**src/rtl/dram_refresh_pkg.sv**
```systemverilog
package dram_refresh_pkg;

    typedef enum logic [2:0] {
        ST_PAUSE,
        ST_IDLE,
        ST_REQ,
        ST_CAS,
        ST_RAS,
        ST_PRE
    } seq_state_t;

endpackage

```
**src/rtl/refresh_interval_timer.sv**
```systemverilog
module refresh_interval_timer #(
    parameter int PERIOD = 781
) (
    input  logic clk,
    input  logic rst_n,
    input  logic run,
    output logic tick
);
    localparam int W = (PERIOD > 1) ? $clog2(PERIOD) : 1;
    localparam logic [W-1:0] LAST = W'(PERIOD - 1);

    logic [W-1:0] cnt;

    always_ff @(posedge clk) begin
        if (!rst_n || !run) begin
            cnt <= '0;
        end else if (cnt == LAST) begin
            cnt <= '0;
        end else begin
            cnt <= cnt + 1'b1;
        end
    end

    assign tick = run && (cnt == LAST);


    tick_spacing_chk: assert property (@(posedge clk) disable iff (!rst_n)
        tick |=> !tick);

endmodule

```
**src/rtl/refresh_debt_counter.sv**
```systemverilog
module refresh_debt_counter #(
    parameter int MAX_OWED = 8
) (
    input  logic clk,
    input  logic rst_n,
    input  logic tick,
    input  logic launch,
    output logic pending
);
    localparam int W = $clog2(MAX_OWED + 1);
    localparam logic [W-1:0] CAP = W'(MAX_OWED);

    logic [W-1:0] owed;
    logic         inc;

    // a token is kept when there is room, or when a launch frees a slot in the same clock
    assign inc = tick && ((owed != CAP) || launch);

    always_ff @(posedge clk) begin
        if (!rst_n) begin
            owed <= '0;
        end else begin
            unique case ({inc, launch})
                2'b10:   owed <= owed + 1'b1;
                2'b01:   owed <= owed - 1'b1;
                default: owed <= owed;
            endcase
        end
    end

    assign pending = (owed != '0);


    no_overflow_chk: assert property (@(posedge clk) disable iff (!rst_n)
        owed <= CAP);


    launch_pending_chk: assert property (@(posedge clk) disable iff (!rst_n)
        launch |-> (owed != '0));


    collide_keep_chk: assert property (@(posedge clk) disable iff (!rst_n)
        (tick && launch) |=> (owed == $past(owed)));

endmodule

```
**src/rtl/refresh_sequencer.sv**
```systemverilog
module refresh_sequencer
    import dram_refresh_pkg::*;
#(
    parameter int PAUSE_CYCLES = 10000,
    parameter int INIT_CYCLES  = 8,
    parameter int CAS_LEAD     = 1,
    parameter int RAS_LOW      = 3,
    parameter int PRECHARGE    = 2
) (
    input  logic clk,
    input  logic rst_n,
    input  logic grant,
    input  logic pending,
    output logic req,
    output logic own,
    output logic ras_n,
    output logic cas_n,
    output logic ready,
    output logic launch,
    output logic done
);
    localparam int TMAX_A = (PAUSE_CYCLES > CAS_LEAD) ? PAUSE_CYCLES : CAS_LEAD;
    localparam int TMAX_B = (RAS_LOW > PRECHARGE) ? RAS_LOW : PRECHARGE;
    localparam int TMAX   = (TMAX_A > TMAX_B) ? TMAX_A : TMAX_B;
    localparam int TW     = $clog2(TMAX + 1);
    localparam int IW     = $clog2(INIT_CYCLES + 1);

    localparam logic [TW-1:0] PAUSE_LAST = TW'(PAUSE_CYCLES - 1);
    localparam logic [TW-1:0] LEAD_LAST  = TW'(CAS_LEAD - 1);
    localparam logic [TW-1:0] LOW_LAST   = TW'(RAS_LOW - 1);
    localparam logic [TW-1:0] PRE_LAST   = TW'(PRECHARGE - 1);
    localparam logic [IW-1:0] INIT_LOAD  = IW'(INIT_CYCLES);
    localparam logic [IW-1:0] INIT_ONE   = IW'(1);

    seq_state_t     state, nxt;
    logic [TW-1:0]  tcnt;
    logic [IW-1:0]  init_left;
    logic           phase_end;
    logic           more_work;
    logic           timed;

    always_comb begin
        phase_end = 1'b0;
        timed     = 1'b1;
        unique case (state)
            ST_PAUSE: phase_end = (tcnt == PAUSE_LAST);
            ST_CAS:   phase_end = (tcnt == LEAD_LAST);
            ST_RAS:   phase_end = (tcnt == LOW_LAST);
            ST_PRE:   phase_end = (tcnt == PRE_LAST);
            default:  timed     = 1'b0;
        endcase
    end

    assign more_work = ready ? pending : (init_left != INIT_ONE);

    always_comb begin
        nxt = state;
        unique case (state)
            ST_PAUSE: if (phase_end) nxt = ST_REQ;
            ST_IDLE:  if (pending)   nxt = ST_REQ;
            ST_REQ:   if (grant)     nxt = ST_CAS;
            ST_CAS:   if (phase_end) nxt = ST_RAS;
            ST_RAS:   if (phase_end) nxt = ST_PRE;
            ST_PRE: begin
                if (phase_end) begin
                    if (!more_work)  nxt = ST_IDLE;
                    else if (grant)  nxt = ST_CAS;
                    else             nxt = ST_REQ;
                end
            end
            default: nxt = ST_PAUSE;
        endcase
    end

    // state register
    always_ff @(posedge clk) begin
        if (!rst_n) begin
            state <= ST_PAUSE;
        end else begin
            state <= nxt;
        end
    end

    // phase timer, initialisation budget and ready flag
    always_ff @(posedge clk) begin
        if (!rst_n) begin
            tcnt      <= '0;
            init_left <= INIT_LOAD;
            ready     <= 1'b0;
        end else begin
            if (nxt != state)  tcnt <= '0;
            else if (timed)    tcnt <= tcnt + 1'b1;

            if (!ready && state == ST_PRE && phase_end) begin
                init_left <= init_left - 1'b1;
                if (init_left == INIT_ONE) ready <= 1'b1;
            end
        end
    end

    // outputs
    always_comb begin
        req   = 1'b0;
        own   = 1'b0;
        ras_n = 1'b1;
        cas_n = 1'b1;
        unique case (state)
            ST_REQ: req = 1'b1;
            ST_CAS: begin req = 1'b1; own = 1'b1; cas_n = 1'b0; end
            ST_RAS: begin req = 1'b1; own = 1'b1; cas_n = 1'b0; ras_n = 1'b0; end
            ST_PRE: begin req = 1'b1; own = 1'b1; end
            default: ;
        endcase
    end

    assign launch = ready && (nxt == ST_CAS) && (state != ST_CAS);
    assign done   = ready && (state == ST_PRE) && phase_end;


    cbr_order_chk: assert property (@(posedge clk) disable iff (!rst_n)
        !ras_n |-> !cas_n);


    cas_lead_chk: assert property (@(posedge clk) disable iff (!rst_n)
        $fell(ras_n) |-> $past(!cas_n));


    strobe_release_chk: assert property (@(posedge clk) disable iff (!rst_n)
        $rose(ras_n) |-> $rose(cas_n));


    grant_gate_chk: assert property (@(posedge clk) disable iff (!rst_n)
        $rose(own) |-> $past(grant));


    ready_hold_chk: assert property (@(posedge clk) disable iff (!rst_n)
        ready |=> ready);


    init_uncounted_chk: assert property (@(posedge clk) disable iff (!rst_n)
        !ready |-> !done);

endmodule

```
**src/rtl/dram_refresh_engine.sv**
```systemverilog
module dram_refresh_engine #(
    parameter int PAUSE_CYCLES     = 10000,
    parameter int INIT_CYCLES      = 8,
    parameter int RETENTION_CYCLES = 3200000,
    parameter int ROWS             = 4096,
    parameter int CAS_LEAD         = 1,
    parameter int RAS_LOW          = 3,
    parameter int PRECHARGE        = 2,
    parameter int MAX_OWED         = 8,
    parameter int COUNT_W          = 16
) (
    input  logic               clk,
    input  logic               rst_n,
    input  logic               ref_grant,
    output logic               ref_req,
    output logic               bus_own,
    output logic               ras_n,
    output logic               cas_n,
    output logic               ready,
    output logic [COUNT_W-1:0] refresh_count
);
    localparam int INTERVAL = RETENTION_CYCLES / ROWS;

    logic tick;
    logic launch;
    logic pending;
    logic done;

    refresh_interval_timer #(
        .PERIOD (INTERVAL)
    ) u_timer (
        .clk   (clk),
        .rst_n (rst_n),
        .run   (ready),
        .tick  (tick)
    );

    refresh_debt_counter #(
        .MAX_OWED (MAX_OWED)
    ) u_debt (
        .clk     (clk),
        .rst_n   (rst_n),
        .tick    (tick),
        .launch  (launch),
        .pending (pending)
    );

    refresh_sequencer #(
        .PAUSE_CYCLES (PAUSE_CYCLES),
        .INIT_CYCLES  (INIT_CYCLES),
        .CAS_LEAD     (CAS_LEAD),
        .RAS_LOW      (RAS_LOW),
        .PRECHARGE    (PRECHARGE)
    ) u_seq (
        .clk     (clk),
        .rst_n   (rst_n),
        .grant   (ref_grant),
        .pending (pending),
        .req     (ref_req),
        .own     (bus_own),
        .ras_n   (ras_n),
        .cas_n   (cas_n),
        .ready   (ready),
        .launch  (launch),
        .done    (done)
    );

    always_ff @(posedge clk) begin
        if (!rst_n) begin
            refresh_count <= '0;
        end else if (done) begin
            refresh_count <= refresh_count + 1'b1;
        end
    end


    count_step_chk: assert property (@(posedge clk) disable iff (!rst_n)
        (refresh_count != $past(refresh_count)) |->
            (refresh_count == COUNT_W'($past(refresh_count) + 1'b1)));


    own_under_req_chk: assert property (@(posedge clk) disable iff (!rst_n)
        bus_own |-> ref_req);

endmodule

```
**config.mk**
```make
export PLATFORM = sky130hd
export DESIGN_NAME = dram_refresh_engine
export DESIGN_NICKNAME = d
export VERILOG_FILES = /design/src/rtl/dram_refresh_pkg.sv /design/src/rtl/refresh_interval_timer.sv /design/src/rtl/refresh_debt_counter.sv /design/src/rtl/refresh_sequencer.sv /design/src/rtl/dram_refresh_engine.sv
export SDC_FILE = /design/constraint.sdc
export NUM_CORES = 1
export LEC_CHECK = 0
export BUFFER_PORTS_ARGS = -buffer_cell sky130_fd_sc_hd__buf_2
export CAP_MARGIN = 5
export CELL_PAD_IN_SITES_DETAIL_PLACEMENT = 1
export CELL_PAD_IN_SITES_GLOBAL_PLACEMENT = 1
export CORE_MARGIN = 3
export CORE_UTILIZATION = 41
export CTS_BUF_LIST = sky130_fd_sc_hd__clkbuf_16
export CTS_CLUSTER_SIZE = 16
export DETAILED_ROUTE_END_ITERATION = 10
export GPL_TIMING_DRIVEN = 0
export PLACE_DENSITY_LB_ADDON = 0.1
export SETUP_SLACK_MARGIN = 0.4
export SKIP_LAST_GASP = 1
export SYNTH_ARGS = -nofsm -noshare
export SYNTH_HDL_FRONTEND = slang
export SYNTH_HIERARCHICAL = 1
export SYNTH_SLANG_ARGS = --single-unit
export TNS_END_PERCENT = 30
```
**constraint.sdc**
```tcl
create_clock -name clk -period 3.05 [get_ports clk]
set_clock_uncertainty 0.05 [all_clocks]
set_input_delay 0.4575 -clock clk [delete_from_list [all_inputs] [get_ports clk]]
set_output_delay 0.4575 -clock clk [all_outputs]
set_load 0.01 [all_outputs]
```
* Word level (Yosys, flattened, before mapping) *
Cells that the tools add are included.

word-level totals
  bits of input ports = 3
  register bits after elaboration = 52

operators by class
  add/sub/neg operators = 6
  bitwise operators = 1
  reductions and logical operators = 23
  eq/ne operators = 17
  multiplexer cells = 17

operator list
  cell                                               number
  two-way mux 3 bit                                  7
  case mux 3 bit (6 select lines)                    1
  adder 16 x 1 -> 16 bit (second input constant)     1
  adder 14 x 1 -> 14 bit (second input constant)     1
  == test 14 x 1 -> 1 bit (second input constant)    1
  == test 14 bit (second input constant)             1
  == test 14 x 2 -> 1 bit (second input constant)    1
  zero test 14 bit                                   1
  adder 10 x 1 -> 10 bit (second input constant)     1
  == test 10 bit (second input constant)             1
  == test 3 x 2 -> 1 bit (second input constant)     3
  logical AND 1 bit                                  8
  case mux 4 bit (2 select lines)                    1
  OR reduction 4 bit                                 2
  subtractor 4 x 1 -> 4 bit (second input constant)  2
  two-way mux 1 bit                                  7
  == test 3 bit (second input constant)              2
  OR reduction 2 bit                                 3
  adder 4 x 1 -> 4 bit (second input constant)       1
  == test 4 x 1 -> 1 bit (second input constant)     1
  != test 4 x 1 -> 1 bit (second input constant)     1
  != test 4 bit (second input constant)              1
  case mux 1 bit (4 select lines)                    1
  nonzero test 4 bit                                 1
  other kinds (12)                                   14

* Depth between registers and ports, before layout *
Gate-level depths: netlist of the first run.

  depth after elaboration = 12
  mapped depth = 13
  gate-level depth less buffers = 13

* By module *
Netlist of the first run, hierarchy kept.

by module, submodules not included
  module                  times used  area each (um^2)  sequential area each (um^2)  cells an instance
  refresh_sequencer       1           1,492.7           440.4                        170
  dram_refresh_engine     1           744.5             320.3                        83
  refresh_interval_timer  1           480.5             200.2                        54
  refresh_debt_counter    1           251.5             80.1                         29

* Worst setup path after synthesis of the first run *
OpenSTA, ideal clock, no wires.

  path type = register to register
  from = register u_seq.tcnt[9]
  to = register refresh_count[13]
  buffers on the path = 0
  clock period less this slack = 3.070 ns
  stages on the path, launching flop included = 9
  path slack = -0.020 ns
  data arrival time = 2.950 ns
  cell sequence = dfxtp_1 > nor4_2 > nand4_1 > or3_4 > a211oi_1 > nand4_4 > nor4_4 > or3b_1 > a21oi_1

between the ends
  cells in the longest elaborated chain, start to end = 3
  elaborated cells on any way between the ends = 6

ends and longest elaborated chain
  element                                                RTL line                   RTL
  from (decl)                                            refresh_sequencer.sv:36    logic [TW-1:0] tcnt;
  from (signal assigned)                                 refresh_sequencer.sv:92    else if (timed) tcnt <= tcnt + 1'b1;
  == test 14 x 1 -> 1 bit, or another cell as far along  refresh_sequencer.sv:49    ST_PRE: phase_end = (tcnt == PRE_LAST);
  case mux 1 bit (4 select lines) (*)                    refresh_sequencer.sv:45    unique case (state)
  logical AND 1 bit (*)                                  refresh_sequencer.sv:117   assign done = ready && (state == ST_PRE) && phase_end;
  net done                                               dram_refresh_engine.sv:27  logic done;
  to (signal assigned)                                   dram_refresh_engine.sv:72  refresh_count <= refresh_count + 1'b1;
  to (decl)                                              dram_refresh_engine.sv:20  output logic [COUNT_W-1:0] refresh_count

The timed path passes the listed nets; every way through them passes the cells marked *.
A chain may end at the register's enable or synchronous reset.

* Worst setup path after layout of the first run *
  from = register u_debt.owed[1]
  to = register u_debt.owed[2]

between the ends
  cells in the longest elaborated chain, start to end = 12
  elaborated cells on any way between the ends = 18

ends and longest elaborated chain
  element                                                                RTL line                    RTL
  from (decl)                                                            refresh_debt_counter.sv:13  logic [W-1:0] owed;
  from (signal assigned)                                                 refresh_debt_counter.sv:24  2'b10: owed <= owed + 1'b1;
  from (signal assigned)                                                 refresh_debt_counter.sv:25  2'b01: owed <= owed - 1'b1;
  from (signal assigned)                                                 refresh_debt_counter.sv:26  default: owed <= owed;
  nonzero test 4 bit (*)                                                 refresh_debt_counter.sv:31  assign pending = (owed != '0);
  net pending                                                            dram_refresh_engine.sv:26   logic pending;
  two-way mux 1 bit                                                      refresh_sequencer.sv:54     assign more_work = ready ? pending : (init_left != INIT_ONE);
  two-way mux 3 bit                                                      refresh_sequencer.sv:66     if (!more_work) nxt = ST_IDLE;
  two-way mux 3 bit                                                      refresh_sequencer.sv:65     if (phase_end) begin
  case mux 3 bit (6 select lines) (*)                                    refresh_sequencer.sv:58     unique case (state)
  == test 3 x 2 -> 1 bit (*)                                             refresh_sequencer.sv:116    assign launch = ready && (nxt == ST_CAS) && (state != ST_CAS);
  logical AND 1 bit (*) (2 in a row)                                     refresh_sequencer.sv:116
  net launch                                                             dram_refresh_engine.sv:25   logic launch;
  logical OR 1 bit                                                       refresh_debt_counter.sv:17  assign inc = tick && ((owed != CAP) || launch);
  logical AND 1 bit                                                      refresh_debt_counter.sv:17
  == test 2 x 1 -> 1 bit or == test 2 bit (tied branches)                refresh_debt_counter.sv:23  unique case ({inc, launch})
  case mux 4 bit (2 select lines) or nonzero test 2 bit (tied branches)  n/a

Marks and branches as above.

==> results of run 1 <==
[cells in the mapped netlist (all sizes together), types with 9 or more instances]
master	n	area share (%)
nand2	25	3.2
nand4	14	4.0
a21oi	11	2.0
inv	16	2.0
nor4	9	3.3
nand2b	14	3.0
nand3	15	2.5
o21ai	12	2.0
nor3	19	3.4
xor2	19	5.6
xnor2	11	3.2
dfxtp	52	35
nor2	22	2.8
[metrics by stage]
| step | cells | hold WS (ps) | util, % | area (sq um) |
|---|---|---|---|---|
| 2_1_floorplan | 336 | 400.6 | - | 3012 |
| 3_3_place_gp | 455 | 401.0 | 47.01 | 3247 |
| 3_5_place_dp | 455 | 415.0 | 47.01 | 3247 |
| 4_1_cts | 482 | 424.9 | 52.16 | 3602 |
| 5_1_grt | 488 | 471.1 | 54.38 | 3756 |
| 6_report | 488 | 420.8 | 54.38 | 3756 |
[final cells by class]
cell class	count	area share, %
plain buffers	13	1.832
clock buffers	5	3.331
clock inverters	3	0.4997
inverters	16	1.599
multi-input cells	255	52.40
flip-flops and latches	52	28.08
well taps	96	3.198
repair buffers	48	9.061
[path summary, 6_finish.rpt]
kind / start / end / cells after the start
setup reg to reg: u_debt/owed[1] / u_debt/owed[2] / 13
hold reg to reg: refresh_count[15] / refresh_count[15] / 2
hold / removal: refresh_count[15] / refresh_count[15] / 2
setup / recovery: u_debt/owed[1] / u_debt/owed[2] / 13
[registers in the layout, indices dropped and copies added (netlist names)]
register         cells
refresh_count       16
u_debt/owed          4
u_seq/init_left      4
u_seq/ready          1
u_seq/state          3
u_seq/tcnt          14
u_timer/cnt         10
[report_power, final]
group	internal, mW	switching [mW]
Combinational	0.0137	0.0244
Clock	0.302	0.254
Sequential	0.681	0.00634
[per-layer routing]
| layer | up-vias | wire [um] |
|---|---|---|
| li1 | 1315 | - |
| met1 | 1289 | 3680 |
| met2 | 22 | 3914 |
| met3 | 4 | 162 |
| met4 | 0 | 53 |
| met5 | - | 0 |
[cells by family (layout without fill, tap and decap cells)]
family	after synthesis	after routing	synth area share, %
AOI/OAI and AO/OA	50	50	12.09
adders and majority gates	8	8	3.371
buffers and inverters	29	85	4.256
DFF	52	52	35.06
muxes	9	9	3.118
and+or+nand+nor	158	158	33.25
xor gates and xnor gates	30	30	8.849
[worst register-to-register path, delay by kind of cell, from the launching register on]
family | cells | cell delay [ps]
mux | 1 | 200
flops | 1 | 340
buf+inv | 1 | 150
fa+ha+maj | 1 | 210
xor+xnor | 1 | 140
compound gates | 4 | 780
simple gates | 5 | 890
[cells in the final DEF (no fill, tap or decap), drive strengths merged, types with 7 or more instances in the layout]
cell / netlist / layout
buf: 8 / 56
xor2: 19 / 19
dfxtp: 52 / 52
nor2: 22 / 22
nand4: 14 / 14
or3: 8 / 8
nor3: 19 / 19
o21ai: 12 / 12
xnor2: 11 / 11
nand2b: 14 / 14
and3: 7 / 7
nand2: 25 / 25
ha: 8 / 8
nor4: 9 / 9
clkbuf: 5 / 10
a21oi: 11 / 11
nand3: 15 / 15
mux2i: 7 / 7
inv: 16 / 16
[repair_timing]
action | 4_1_cts | 5_1_grt
buffers inserted | 19 | 6
setup endpoints to repair | 14 | 15
pin swaps | 14 | 7
gates resized for setup | 16 | 22
endpoints found under the hold margin | 0 | 0
==> flow_summary_export.csv, run 1 <==
group,metric,value,unit
routing,drc_errors,0,
synthesis,avgSynthCellArea,8.837,sq um
clock_tree,ctsLongestPathBuffers,2,
clock_tree,htree_levels,2,
floorplanning,boundaryPins,24,
floorplanning,start_util,42.99,%
sta,fin_setup_tns,0,ps
synthesis,ys_types,70,
sta,clock.fmax,356.5,MHz
sta,min_period,2805,ps
synthesis,synth_cells,336,
worst_setup_path,cpLargestDelayFamily,"simple AND/OR/NAND/NOR gates",
placed_design,gp_congestion,0.7809,
placed_design,dpl.hpwl,5111,um
floorplanning,die_x,91.10,um
global_route,grt_pass1_wl,13300,um
worst_setup_path,worstSetupPathType,"register to register",
clock_tree,clock_sinks,52,
pwr,powerDensity,341.0,nW/um^2
worst_setup_path,crit_fanout,3,
floorplanning,core_area,6907,sq um
routing,drt-total-wl,7811,um
sta,fin_crit_sh,91.96,%
worst_setup_path,cp.required,3220,ps
synthesis,synth_edf_count,0,
synthesis,synth_seq_cells,52,
min_path,hold_path_class,"register to register",
sta,slew_viol_final,0,
clock_tree,cts_tree,"yes",
global_route,grt_pass1_vias,2749,
worst_setup_path,r2r_slack,250,ps
cells_and_area,multi_input_area,1968,sq um
clock_tree,hold_buffers,0,
clock_tree,clk_latency,290,ps
global_route,grt_start_max_net_pins,19,
clock_tree,cts_root_buf,"clkbuf_16",
worst_setup_path,cp.arrival,2970,ps
synthesis,synth_nets,347,
sta,relSlewSlack,60.99,%
routing,ant_nets,0,
floorplanning,die_h,91.10,um
synthesis,synthFlopType,"dfxtp_1",
routing,wire_per_inst,16.01,um
global_route,grt_usage,19.12,%
clock_tree,cts-buffers-inserted,5,
sta,hold_violations,0,
run,cap_violations,0,
global_route,grt_use_met3,3.148,%
sta,final.setup.worst_slack,245.2,ps
worst_setup_path,path_cells,"or3_4, or2_4, buf_4, a21oi_1, o32a_1, a2bb2oi_2, nor4_4, nand2b_1, xnor2_1, ha_2, nor4b_2, a31oi_1, mux2i_1",
sta,worst_pin_slew,585.1,ps
cells_and_area,syn_to_final_growth,26.51,%
sta,rsz0062_at_grt,"true",
clock_tree,clkTransAtPathRegs,70,ps
cells_and_area,register_area,1055,sq um
worst_setup_path,critical_path.slowest_cell,"or3_4",
global_route,overflow,0,
routing,drt-pass1-iter-count,4,
cells_and_area,fin_nets,402,
sta,setup_viol,0,
placed_design,dp_slack,-150.4,ps
synthesis,ys_async_sr_fraction,0,%
routing,drt_iter0_markers,63,
worst_setup_path,start_kind,"register",
global_route,use_met1,25.62,%
worst_setup_path,worst_setup_path_end_kind,"register",
pwr,power.total,1.281,mW
synthesis,yosysSeqAreaShare,35.06,%
cells_and_area,fillers,851,
pwr,leakagePower,1.420,nW
pwr,ir_worst_vdd,0.1988,mV
worst_setup_path,slowest_delay,360,ps
global_route,grt_busiest_layer,"met2",
cells_and_area,drive_gt1_share,29.85,%
floorplanning,rows,30,
synthesis,yosys_warnings,6,
routing,post_drt_via_cell_ratio,5.389,
global_route,met2_usage,32.00,%
placed_design,port_buffers,23,
run_status,outcome,"finished clean",
routing,vias,2630,
worst_setup_path,path_buf_inv,1,
cells_and_area,n_antenna_cell,0,
global_route,antenna_found_initial,0,
floorplanning,fp.dieArea,8299,sq um
synthesis,syn_area,2969,sq um
No activity file was read; power rests on OpenSTA's default activity.
==> run 2: changes to the inputs <==
Settings changed: CORE_UTILIZATION 41 to 46.
Clock period 3.05 ns to 3 ns, I/O delays scaled along.
==> run 2 against run 1 <==
Against the previous run:
- the run now ends with negative setup slack left
- wire length rose by 3.5%
- setup slack got worse by 250 ps
- fmax shrank 6.8%
- global-route usage is 3.1 points higher
- critical path depth unchanged
- count of clock-buffer cells in the layout stayed put
- design area decreased by 2.1%
- core utilization up 5.9 points
- flip-flop and latch count unchanged
- non-clock buffer count down 2
- clock power is 19% higher
==> flow_summary_export.csv, run 2 (synthesis gave the netlist of run 1 again) <==
group,metric,value,unit
worst_setup_path,worstSetupStartpoint,"u_debt/owed[1]",
placed_design,dp_slack,-314.3,ps
cells_and_area,top_regs,"refresh_count x16, u_seq/tcnt x14, u_timer/cnt x10",
clock_tree,clkTransAtPathRegs,70,ps
worst_setup_path,start_kind,"register",
sta,clock.fmax,332.4,MHz
clock_tree,ctsLongestPathBuffers,2,
placed_design,dpl.hpwl,5134,um
floorplanning,die_h,86.34,um
clock_tree,clk_latency,300,ps
run_status,violations,"negative setup slack",
cells_and_area,mostFrequentLayoutCells,"dfxtp_1 (47), buf_2 (30), nand2_1 (24), nor2_1 (22), buf_4 (21)",
sta,rsz0062_at_grt,"true",
pwr,ir_worst_vdd,0.4021,mV
floorplanning,fp.dieArea,7455,sq um
worst_setup_path,cp.required,3120,ps
cells_and_area,largest_reg_flops,16,
placed_design,placedCellCount,434,
clock_tree,htree_levels,2,
cells_and_area,n_antenna_cell,0,
worst_setup_path,worst_setup_path_end_kind,"register",
sta,slew_viol_final,0,
global_route,antenna_found_initial,0,
sta,worst_pin_slew,552.9,ps
worst_setup_path,crit_end,"u_debt/owed[2]",
sta,min_period,3009,ps
routing,drt_iter0_markers,96,
worst_setup_path,r2r_start,"u_debt/owed[1]",
cells_and_area,finalNonFillerCells,465,
clock_tree,hold_buffers,0,
routing,wire_per_inst,17.39,um
routing,drt-total-wl,8087,um
placed_design,place_area,3221,sq um
clock_tree,cts_tree,"yes",
floorplanning,die_x,86.34,um
floorplanning,rows,28,
worst_setup_path,worstSetupPathType,"register to register",
floorplanning,core_area,6096,sq um
placed_design,gp_congestion,0.8333,
sta,relSlewSlack,62.88,%
global_route,grt_pass1_vias,2775,
cells_and_area,fin_area,3677,sq um
run_status,outcome,"complete, but fails checks",
routing,drc_errors,0,
cells_and_area,register_area,1050,sq um
cells_and_area,fin_util,60.32,%
worst_setup_path,cp.arrival,3130,ps
worst_setup_path,r2r_slack,-9,ps
clock_tree,cts-buffers-inserted,5,
worst_setup_path,r2r_end,"u_debt/owed[2]",
routing,vias,2673,
min_path,hold_path_class,"register to register",
pwr,powerDensity,380.4,nW/um^2
global_route,grt_start_max_net_pins,19,
sta,hold_violations,0,
clock_tree,cts_root_buf,"clkbuf_16",
routing,post_drt_via_cell_ratio,5.748,
run,cap_violations,0,
sta,holdWs,429.8,ps
sta,setup_viol,1,
sta,final.setup.worst_slack,-8.759,ps
sta,fin_crit_sh,100.3,%
placed_design,port_buffers,23,
sta,fin_setup_tns,-8.759,ps
global_route,grt_pass1_wl,13390,um
cells_and_area,fin_nets,400,
global_route,overflow,0,
floorplanning,start_util,48.71,%
worst_setup_path,crit_fanout,3,
cells_and_area,regMostFlops,"refresh_count",
cells_and_area,final_common_cell,"dfxtp_1",
worst_setup_path,r2r_cells,13,
cells_and_area,multi_input_area,1942,sq um
pwr,power.total,1.399,mW
clock_tree,clock_sinks,52,
pwr,leakagePower,1.393,nW
floorplanning,boundaryPins,24,
routing,drt-pass1-iter-count,4,
global_route,grt_usage,22.22,%
cells_and_area,syn_to_final_growth,23.85,%
cells_and_area,fillers,725,
routing,ant_nets,0,
cells_and_area,drive_gt1_share,28.72,%
==> run 2: cell count changes in the layout (fill, tap and decap cells not counted), sizes merged <==
| cell | change |
|---|---|
| buf | -2 |
| bufinv | +1 |
| clkinvlp | -1 |
==> run 2: how the worst min path moves through the flow <==
stage / start / to / slack [ps] / cells after the start
3_3_place_gp: refresh_count[15] / refresh_count[15] / 400 / 2
3_5_place_dp: refresh_count[15] / refresh_count[15] / 410 / 2
2_1_floorplan: u_debt/owed[3] / u_debt/owed[3] / 400 / 2
4_1_cts: refresh_count[15] / refresh_count[15] / 420 / 2
6_report: refresh_count[15] / refresh_count[15] / 430 / 2
5_1_grt: refresh_count[15] / refresh_count[15] / 440 / 2
==> run 2: final cells by class <==
class / instances / share of cell area (%)
Sequential cell: 52 / 28.55
Clock inverter: 3 / 1.157
Inverter: 16 / 1.633
Multi-Input combinational cell: 255 / 52.81
Timing Repair Buffer: 46 / 8.030
Buffer: 13 / 1.871
Clock buffer: 5 / 3.403
Tap cell: 75 / 2.552
==> run 2: worst max-delay path, stage by stage, from the launching register on <==
cell and delay (ps):
dfxtp_4 340, or3_4 360, or2_4 270, nor2b_4 150, nor3_2 60, o22ai_2 220, a31oi_4 70, nor4_4 380
nand2b_1 140, xnor2_1 150, ha_2 190, nor4b_2 290, a31oi_1 90, mux2i_1 140
==> run 2: layer usage <==
| layer | GRT usage [%] | vias up | routed length [um] |
|---|---|---|---|
| met5 | 0 | - | 0 |
| met4 | 7.224 | 0 | 116 |
| met3 | 3.707 | 9 | 169 |
| met2 | 39.29 | 27 | 4111 |
| met1 | 27.29 | 1331 | 3689 |
| li1 | - | 1306 | - |
==> run 2: repair_timing <==
| item | in CTS | in global routing |
|---|---|---|
| pin swaps | 15 | 6 |
| gates resized for setup | 13 | 14 |
| setup endpoints to repair | 15 | 14 |
| cloned | 0 | 0 |
| buffers inserted | 15 | 8 |
| endpoints found under the hold margin | 0 | 0 |
==> run 2: where the power goes <==
group | total [mW] | switching [mW] | internal (mW)
Sequential | 0.699 | 0.00631 | 0.693
Combinational | 0.0380 | 0.0250 | 0.0130
Clock | 0.662 | 0.269 | 0.393
